**src/rtl/sr_gate_pkg.sv**
```systemverilog
package sr_gate_pkg;

  typedef enum logic [1:0] {
    PH_IDLE = 2'd0,
    PH_COND = 2'd1,
    PH_LOCK = 2'd2
  } phase_t;

  // Convert a duration in ns to clock cycles, never below 2.
  function automatic int ns_to_cyc(input int clk_khz, input int ns);
    int c;
    c = (clk_khz * ns) / 1000000;
    return (c < 2) ? 2 : c;
  endfunction

endpackage

```
**src/rtl/sr_sync2.sv**
```systemverilog
module sr_sync2 #(
  parameter int W = 3
) (
  input  logic         clk,
  input  logic         rst_n,
  input  logic [W-1:0] d_i,
  output logic [W-1:0] q_o
);
  for (genvar b = 0; b < W; b++) begin : g_bit
    logic meta_q, sync_q;
    always_ff @(posedge clk or negedge rst_n) begin
      if (!rst_n) begin
        meta_q <= 1'b0;
        sync_q <= 1'b0;
      end else begin
        meta_q <= d_i[b];
        sync_q <= meta_q;
      end
    end
    assign q_o[b] = sync_q;
  end
endmodule

```
**src/rtl/sr_arm_timer.sv**
```systemverilog
module sr_arm_timer #(
  parameter int HOLD_CYC = 20
) (
  input  logic clk,
  input  logic rst_n,
  input  logic sense_hi_i,
  input  logic take_i,
  output logic armed_o
);
  localparam int CW = $clog2(HOLD_CYC + 1);
  localparam logic [CW-1:0] LAST = CW'(HOLD_CYC - 1);

  logic [CW-1:0] cnt_q, cnt_d;
  logic          armed_q, armed_d;

  always_comb begin
    cnt_d   = cnt_q;
    armed_d = armed_q;
    if (take_i) begin
      cnt_d   = '0;
      armed_d = 1'b0;
    end else if (!sense_hi_i) begin
      cnt_d = '0;
    end else if (!armed_q) begin
      if (cnt_q == LAST) begin
        armed_d = 1'b1;
        cnt_d   = '0;
      end else begin
        cnt_d = cnt_q + 1'b1;
      end
    end
  end

  always_ff @(posedge clk or negedge rst_n) begin
    if (!rst_n) begin
      cnt_q   <= '0;
      armed_q <= 1'b0;
    end else begin
      cnt_q   <= cnt_d;
      armed_q <= armed_d;
    end
  end

  assign armed_o = armed_q;

  // Independent run-length counter of the synchronized sense flag.
  logic [CW-1:0] run_q;
  always_ff @(posedge clk or negedge rst_n) begin
    if (!rst_n)               run_q <= '0;
    else if (!sense_hi_i)     run_q <= '0;
    else if (run_q != LAST)   run_q <= run_q + 1'b1;
  end

  a_r3_arm_after_hold: assert property (@(posedge clk) disable iff (!rst_n)
    $rose(armed_o) |-> ($past(sense_hi_i) && $past(run_q) == LAST));
  a_r5_take_clears_arm: assert property (@(posedge clk) disable iff (!rst_n)
    take_i |=> !armed_o);
endmodule

```
**src/rtl/sr_cycle_meter.sv**
```systemverilog
module sr_cycle_meter #(
  parameter int SHORT_CYC = 96,
  parameter int SHORT_RUN = 9
) (
  input  logic clk,
  input  logic rst_n,
  input  logic on_i,
  input  logic done_i,
  output logic green_o
);
  localparam int DW = $clog2(SHORT_CYC + 1);
  localparam int RW = $clog2(SHORT_RUN + 2);
  localparam logic [DW-1:0] DSAT = DW'(SHORT_CYC - 1);
  localparam logic [RW-1:0] RMAX = RW'(SHORT_RUN);

  logic [DW-1:0] dur_q, dur_d;
  logic [RW-1:0] run_q, run_d;
  logic          grn_q, grn_d;
  logic          is_long;

  assign is_long = (dur_q == DSAT);

  always_comb begin
    dur_d = dur_q;
    run_d = run_q;
    grn_d = grn_q;
    if (done_i) begin
      dur_d = '0;
      if (is_long) begin
        run_d = '0;
        grn_d = 1'b0;
      end else if (run_q == RMAX) begin
        grn_d = 1'b1;
      end else begin
        run_d = run_q + 1'b1;
      end
    end else if (on_i && !is_long) begin
      dur_d = dur_q + 1'b1;
    end
  end

  always_ff @(posedge clk or negedge rst_n) begin
    if (!rst_n) begin
      dur_q <= '0;
      run_q <= '0;
      grn_q <= 1'b0;
    end else begin
      dur_q <= dur_d;
      run_q <= run_d;
      grn_q <= grn_d;
    end
  end

  assign green_o = grn_q;

  a_r8_green_only_at_done: assert property (@(posedge clk) disable iff (!rst_n)
    $rose(green_o) |-> ($past(done_i) && $past(run_q) == RMAX));
  a_r11_exit_clears_run: assert property (@(posedge clk) disable iff (!rst_n)
    $fell(green_o) |-> (run_q == '0));
  a_r9_run_bounded: assert property (@(posedge clk) disable iff (!rst_n)
    run_q <= RMAX);
endmodule

```
**src/rtl/sr_gate_ctrl.sv**
```systemverilog
module sr_gate_ctrl
  import sr_gate_pkg::*;
#(
  parameter int CLK_KHZ   = 20000,
  parameter int ARM_NS    = 1000,
  parameter int LOCK_NS   = 2500,
  parameter int SHORT_NS  = 4800,
  parameter int SHORT_RUN = 9
) (
  input  logic clk,
  input  logic rst_n,
  input  logic sense_hi_i,
  input  logic sense_lo_i,
  input  logic ramp_zero_i,
  output logic gate_en_o,
  output logic green_o
);
  localparam int ARM_CYC   = ns_to_cyc(CLK_KHZ, ARM_NS);
  localparam int LOCK_CYC  = ns_to_cyc(CLK_KHZ, LOCK_NS);
  localparam int SHORT_CYC = ns_to_cyc(CLK_KHZ, SHORT_NS);
  localparam int LW        = $clog2(LOCK_CYC + 1);
  localparam logic [LW-1:0] LLAST = LW'(LOCK_CYC - 1);

  // Reset: asserted asynchronously, released on the clock.
  logic rst_meta_q, rst_q;
  always_ff @(posedge clk or negedge rst_n) begin
    if (!rst_n) begin
      rst_meta_q <= 1'b0;
      rst_q      <= 1'b0;
    end else begin
      rst_meta_q <= 1'b1;
      rst_q      <= rst_meta_q;
    end
  end

  logic [2:0] sync_v;
  logic       s_hi, s_lo, s_zero;

  sr_sync2 #(.W(3)) u_sync (
    .clk   (clk),
    .rst_n (rst_q),
    .d_i   ({ramp_zero_i, sense_lo_i, sense_hi_i}),
    .q_o   (sync_v)
  );
  assign {s_zero, s_lo, s_hi} = sync_v;

  phase_t        ph_q, ph_d;
  logic [LW-1:0] lk_q, lk_d;
  logic          armed, take, done, green;

  assign take = (ph_q == PH_IDLE) && armed && s_lo;
  assign done = (ph_q == PH_COND) && s_zero;

  sr_arm_timer #(.HOLD_CYC(ARM_CYC)) u_arm (
    .clk        (clk),
    .rst_n      (rst_q),
    .sense_hi_i (s_hi),
    .take_i     (take),
    .armed_o    (armed)
  );

  sr_cycle_meter #(.SHORT_CYC(SHORT_CYC), .SHORT_RUN(SHORT_RUN)) u_meter (
    .clk     (clk),
    .rst_n   (rst_q),
    .on_i    (ph_q == PH_COND),
    .done_i  (done),
    .green_o (green)
  );

  always_comb begin
    ph_d = ph_q;
    lk_d = lk_q;
    unique case (ph_q)
      PH_IDLE: if (take) ph_d = PH_COND;
      PH_COND: if (s_zero) begin
        ph_d = PH_LOCK;
        lk_d = '0;
      end
      PH_LOCK: if (lk_q == LLAST) ph_d = PH_IDLE;
               else               lk_d = lk_q + 1'b1;
      default: ph_d = PH_IDLE;
    endcase
  end

  always_ff @(posedge clk or negedge rst_q) begin
    if (!rst_q) begin
      ph_q <= PH_IDLE;
      lk_q <= '0;
    end else begin
      ph_q <= ph_d;
      lk_q <= lk_d;
    end
  end

  assign gate_en_o = (ph_q == PH_COND) && !green;
  assign green_o   = green;

  // Cycles of gate-low time since the last turn-off, saturating.
  logic [LW-1:0] off_q;
  always_ff @(posedge clk or negedge rst_q) begin
    if (!rst_q)                        off_q <= LW'(LOCK_CYC);
    else if (gate_en_o)                off_q <= '0;
    else if (off_q != LW'(LOCK_CYC))   off_q <= off_q + 1'b1;
  end

  a_r7_lockout_held: assert property (@(posedge clk) disable iff (!rst_q)
    $rose(gate_en_o) |-> (off_q == LW'(LOCK_CYC)));
  a_r6_off_on_zero: assert property (@(posedge clk) disable iff (!rst_q)
    (gate_en_o && s_zero) |=> !gate_en_o);
  a_r4_on_needs_arm: assert property (@(posedge clk) disable iff (!rst_q)
    $rose(gate_en_o) |-> $past(armed));
  a_r10_green_gate_off: assert property (@(posedge clk) disable iff (!rst_q)
    green_o |-> !gate_en_o);
endmodule

```
**config.mk**
```make
export PLATFORM = sky130hd
export DESIGN_NAME = sr_gate_ctrl
export DESIGN_NICKNAME = d
export VERILOG_FILES = /design/src/rtl/sr_gate_pkg.sv /design/src/rtl/sr_sync2.sv /design/src/rtl/sr_arm_timer.sv /design/src/rtl/sr_cycle_meter.sv /design/src/rtl/sr_gate_ctrl.sv
export SDC_FILE = /design/constraint.sdc
export NUM_CORES = 1
export LEC_CHECK = 0
export ABC_AREA = 1
export ABC_CLOCK_PERIOD_IN_PS = 3600
export BUFFER_PORTS_ARGS = -buffer_cell sky130_fd_sc_hd__buf_4
export CORE_ASPECT_RATIO = 1.5
export CORE_UTILIZATION = 55
export DETAILED_ROUTE_END_ITERATION = 8
export GPL_ROUTABILITY_DRIVEN = 0
export PLACE_DENSITY = 0.83
export SLEW_MARGIN = 20
export SYNTH_ARGS = -nofsm -noshare
export SYNTH_HDL_FRONTEND = slang
export SYNTH_SLANG_ARGS = --single-unit
export TNS_END_PERCENT = 50
```
**constraint.sdc**
```tcl
create_clock -name clk -period 3.6 [get_ports clk]
set_clock_uncertainty 0.15 [all_clocks]
set_input_delay 0.18 -clock clk [delete_from_list [all_inputs] [get_ports clk]]
set_output_delay 0.18 -clock clk [all_outputs]
set_load 0.005 [all_outputs]
```
### Word-level counts from Yosys, hierarchy flattened

Cells that the tools add are included.

| storage, ports and cells | value |
|---|---|
| register bits | 34 |
| bits of input ports | 5 |
| output and inout port bits | 2 |
| word-level logic and storage cells | 68 |

| operators by class | value |
|---|---|
| add/sub/neg operators | 4 |
| eq/ne operators | 12 |
| multiplexer cells | 21 |
| reductions and logical operators | 16 |

Operators with widths:

| kind | number |
|---|---|
| 5-bit two-way mux | 4 |
| 7-bit two-way mux | 2 |
| 6-bit two-way mux | 2 |
| 6-bit case mux with 2 select lines | 1 |
| 4-bit two-way mux | 2 |
| 2-bit != test, second input constant | 4 |
| 2-bit nonzero test | 4 |
| 7-bit by 1-bit adder with 7-bit output, second input constant | 1 |
| 7-bit equality test, second input constant | 1 |
| 6-bit by 1-bit adder with 6-bit output, second input constant | 1 |
| 6-bit equality test, second input constant | 1 |
| 1-bit two-way mux | 6 |
| 2-bit two-way mux | 3 |
| 2-bit case mux with 3 select lines | 1 |
| 3-bit AND reduction | 2 |
| 5-bit by 1-bit adder with 5-bit output, second input constant | 1 |
| 5-bit equality test, second input constant | 1 |
| 1-bit logical AND | 5 |
| 4-bit by 1-bit adder with 4-bit output, second input constant | 1 |
| 4-bit equality test, second input constant | 1 |
| 2-bit AND reduction | 2 |
| 3-bit != test, second input constant | 1 |
| 2-bit by 1-bit equality test with 1-bit output, second input constant | 1 |
| 2-bit equality test, second input constant | 1 |
| 3 further kinds | 4 |

### Logic depth before layout (Yosys ltp)

| logic depth | value |
|---|---|
| word-level depth | 5 |
| gate-level depth with buffers | 8 |
| depth with buffers taken out | 8 |

### By module

Synthesis repeated with hierarchy kept, for this count alone.

| unflattened totals | value |
|---|---|
| cell total of the unflattened synthesis | 230 |
| area total of the unflattened synthesis | 1,821.7 um2 |

By module, submodules not included:

| module | instances | cells an instance | area an instance (um2) | seq. area each (um2) |
|---|---|---|---|---|
| sr_cycle_meter | 1 | 99 | 734.5 | 300.3 |
| sr_gate_ctrl | 1 | 77 | 576.8 | 250.2 |
| sr_arm_timer | 1 | 45 | 337.8 | 150.1 |
| sr_sync2 | 1 | 9 | 172.7 | 150.1 |

### Least setup slack after synthesis

No wires, ideal clock.

| path | value |
|---|---|
| path kind | flip-flop to flip-flop |
| start point | register u_meter.dur_q[0] |
| end point | register u_meter.run_q[3] |
| library setup time | 0.123 ns |
| data arrival time | 1.117 ns |
| data required time | 3.327 ns |
| setup slack | 2.210 ns |
| cell stages (with the launch flop) | 7 |
| buffers on the path | 0 |
| clock period less this slack | 1.390 ns |
| cells stage by stage | dfrtp_1 -> ha_1 -> nand3_4 -> nor2_8 -> nand2_4 -> nand3_1 -> o21ai_1 |

| between the ends | value |
|---|---|
| word-level cells in the longest chain between the ends | 3 |
| elaborated cells on any way between the ends | 4 |
| classes of those cells | eq/ne (2); mux (1); reduce/logical (1) |

RTL lines:

| item | RTL line | RTL |
|---|---|---|
| start: declaration | sr_cycle_meter.sv:16 | `logic [DW-1:0] dur_q, dur_d;` |
| start signal: assignment | sr_cycle_meter.sv:48 | `dur_q <= dur_d;` |
| 7-bit equality test (*) | sr_cycle_meter.sv:21 | `assign is_long = (dur_q == DSAT);` |
| 2-bit by 1-bit != test with 1-bit output (no source line) | n/a |  |
| 2-bit AND reduction (no source line) | n/a |  |
| end signal: assignment | sr_cycle_meter.sv:49 | `run_q <= run_d;` |
| end: declaration | sr_cycle_meter.sv:17 | `logic [RW-1:0] run_q, run_d;` |

Every way passes the cells marked *; elsewhere a longest branch is shown, timed or not.
A chain may end at the register's enable or synchronous reset.

### Worst setup path after layout

| path | value |
|---|---|
| start point | register u_meter.dur_q[0] |
| end point | register u_meter.dur_q[6] |

| between the ends | value |
|---|---|
| word-level cells in the longest chain between the ends | 4 |
| elaborated cells on any way between the ends | 7 |
| classes of those cells | add/sub (1); eq/ne (1); mux (2); reduce/logical (3) |

RTL lines:

| item |
|---|
| parallel branches: the longest is 4 deep, another holds 7-bit by 1-bit adder with 7-bit output |

Several ways; the timed one is not identified. The select of a mux whose other input is x is not followed.

==> results.sh <==
export IMPL_irDropWorstVdd_v=0.000259
export IMPL_muxShareOfSynthArea_pct=0
export IMPL_synth_seq_area_share_pct=48.3
export IMPL_layout_drive_gt1_share_pct=19.1
export IMPL_stdcell_area_um2=1980
export IMPL_ant_nets=0
export IMPL_viasPerCell=5.38
export IMPL_arrival_ns=1.59
export IMPL_grt_pass1_vias=1417
export IMPL_hold_viol_final=0
export IMPL_antenna_cells=0
export IMPL_cap_violations=0
export IMPL_p_per_area_nw_per_um2=355
export IMPL_slowest_delay_ns=0.42
export IMPL_critPathLaunchType="flop"
export IMPL_setup_tns_final_ns=0
export IMPL_crit_family="simple AND/OR/NAND/NOR gates"
export IMPL_ys_warn_count=0
export IMPL_clk_pin_slew_worst_paths_ns=0.07
export IMPL_crit_fanout=4
export IMPL_row_count=24
export IMPL_clock_root_buffer="clkbuf_8"
export IMPL_drc=0
export IMPL_cpMostUsedCell="nor2_1"
export IMPL_synth_top_family_by_area="simple AND/OR/NAND/NOR gates"
export IMPL_wl_um=3060
export IMPL_tightestPinTransition_ns=0.569
export IMPL_synth_most_common_cell="nand2_1"
export IMPL_synth_area_um2=1760
export IMPL_route_vias_total=1334
export IMPL_ys_ff_latch=34
export IMPL_ys_top_cells_by_count="nand2_1, dfrtp_1, nand3_1"
export IMPL_synth_enable_flop_cells=0
export IMPL_boundaryPins=7
export IMPL_htree_levels=2
export IMPL_hpwl_um=2270
export IMPL_fin_crit_sh_pct=43.3
export IMPL_synth_top_cell_area_share_pct=48.3
export IMPL_synth_compound_area_share_pct=6.89
export IMPL_syn2layout_area_growth_pct=12.4
export IMPL_crit_buf_inv=0
export IMPL_fin_nets=219
export IMPL_drtIter0Drc=36
export IMPL_clkSinkCount=34
export IMPL_yosys_top_cells_area="dfrtp_1, nand2_1, nand3_1"
export IMPL_drt_pass1_iterations=4
export IMPL_reg2reg_slack_ns=2.04
export IMPL_port_buffers=6
export IMPL_synthSimpleGateAreaFrac_pct=32.3
export IMPL_cp_slowest_cell="dfrtp_1"
export IMPL_synth_area_per_cell_um2=9.22
export IMPL_grt_start_max_net_pins=28
export IMPL_die_y_um=71.3
export IMPL_hold_path_class="in -> async"
export IMPL_synth_top_area_cell="dfrtp_1"
export IMPL_antenna_found_initial=0
export IMPL_drv_slew=0
export IMPL_setup_violations=0
export IMPL_multiInputGateArea_um2=813
export IMPL_cts_tree="yes"
export IMPL_postCtsSetupRepairBufs=0
export IMPL_worstSetupPathType="reg -> reg"
export IMPL_die_area_um2=3440
export IMPL_rr_worst_depth=6
export IMPL_ys_async_sr_fraction_pct=100
export IMPL_reg2reg_to="u_meter.dur_q[6]"
export IMPL_coreArea_um2=2970
export IMPL_cts_made_buffers=5
export IMPL_synthFlopType="dfrtp_1"
export IMPL_fmax_mhz=642
export IMPL_synth_cells=191
export IMPL_p_leak_uw=0.00102
export IMPL_clock_path_buffers=2
export IMPL_grt_overflow=0
export IMPL_synth_adder_area_share_pct=4.26
export IMPL_syn_nets=202
export IMPL_status="complete, no violations"
export IMPL_grt_pass1_wl_um=5690
export IMPL_crit_chain="ha_1, nand3_4, nor2_1, nand4_1, nand2_1, nor2_1"
export IMPL_track_usage_pct=23.3
export IMPL_fillers=237
export IMPL_end_kind="flop"
export IMPL_post_dp_cell_area_um2=1850
export IMPL_final_util_pct=66.6
export IMPL_synth_distinct_cells=34
export IMPL_die_w_um=48.2
export IMPL_r2r_start="u_meter.dur_q[0]"
export IMPL_start_util_pct=59.3
export IMPL_seq_area_um2=852
export IMPL_worstSkewPairLatency_ns=0.29
export IMPL_rsz0062_at_grt="no"
export IMPL_maxSlewHeadroom_pct=62.1
export IMPL_yosys_area_share_xor_xnor_pct=2.49
export IMPL_post_route_min_period_ns=1.56
export IMPL_wire_per_inst_um=12.4
export IMPL_cp_required_ns=3.63
-- registers in the layout, indices dropped and copies added, names as in the netlist --
name / count
ph_q: 2
u_meter.green_o: 1
rst_meta_q: 1
rst_q: 1
u_sync.g_bit.meta_q: 3
u_sync.g_bit.sync_q: 3
u_meter.dur_q: 7
lk_q: 6
u_meter.run_q: 4
u_arm.cnt_q: 5
u_arm.armed_o: 1
-- how the worst max path moves through the flow --
stage | start | end | slack (ns) | cells after the start
5_1_grt | u_meter.dur_q[0] | u_meter.dur_q[6] | 1.95 | 6
4_1_cts | u_meter.dur_q[0] | u_meter.dur_q[6] | 2.05 | 6
6_report | u_meter.dur_q[0] | u_meter.dur_q[6] | 2.04 | 6
3_5_place_dp | u_meter.dur_q[0] | u_meter.dur_q[6] | 2.06 | 6
3_3_place_gp | u_meter.dur_q[0] | u_meter.run_q[3] | 2.17 | 6
2_1_floorplan | u_meter.dur_q[0] | u_meter.run_q[3] | 2.21 | 6
-- layout by cell type (no fill, tap or decap), types with 2 or more instances in the layout --
cell,count
inv_1,17
nand3_2,4
a21oi_2,2
nor2_1,20
o21ai_0,3
nand2_4,4
clkinv_2,2
clkbuf_8,6
o21ai_1,7
nor2_8,2
dfrtp_1,33
buf_4,7
a21oi_1,3
dlygate4sd3_1,4
xor2_1,4
nand4_1,6
nand2_2,3
nand2_1,35
inv_2,2
nand3_1,22
ha_1,6
-- per-layer routing --
metal | vias to the layer above | GRT usage [%] | part of all wire, %
met4 | 0 | 12.0 | 2.8
met2 | 24 | 37.3 | 53
li1 | 657 | - | -
met1 | 643 | 25.9 | 41
met3 | 10 | 7.81 | 3.4
met5 | - | 0 | 0
-- cells by family (layout without fill, tap and decap cells) --
group / count (synthesis) / after routing
other cells: 1 / 1
flops: 34 / 34
compound gates: 19 / 19
xor+xnor: 5 / 5
buf+inv: 22 / 40
simple gates: 104 / 104
fa+ha+maj: 6 / 6
-- stage by stage --
stage	hold slack [ns]	cells	power (µW)	worst slack, ns
finish	0.0649	248	704	2.04
global route	0.0545	248	737	1.95
CTS	0.0546	248	714	2.05
detailed placement	-0.187	236	423	2.06
global placement	-0.188	236	423	2.17
floorplan	-0.266	191	415	2.21
-- report_power, final --
group	internal, µW	leakage [µW]	total, µW	switching, µW
sequential	390	0.000453	400	10.2
clock	154	0.0000482	285	131
combinational	10.7	0.000520	19.6	8.84
-- cell type report --
| class | instances | area share [%] |
|---|---|---|
| inverters | 21 | 4.17 |
| well taps | 39 | 2.46 |
| repair buffers | 11 | 4.67 |
| flip-flops and latches | 34 | 43.0 |
| clock inverters | 1 | 0.253 |
| clock buffers | 7 | 4.36 |
| multi-input cells | 135 | 41.1 |
-- what timing repair did --
item	4_1_cts	5_1_grt
endpoints found under the hold margin	5	0
resized for setup	0	0
hold buffers	4	0
Note: power is estimated with default switching activity, not from simulation.
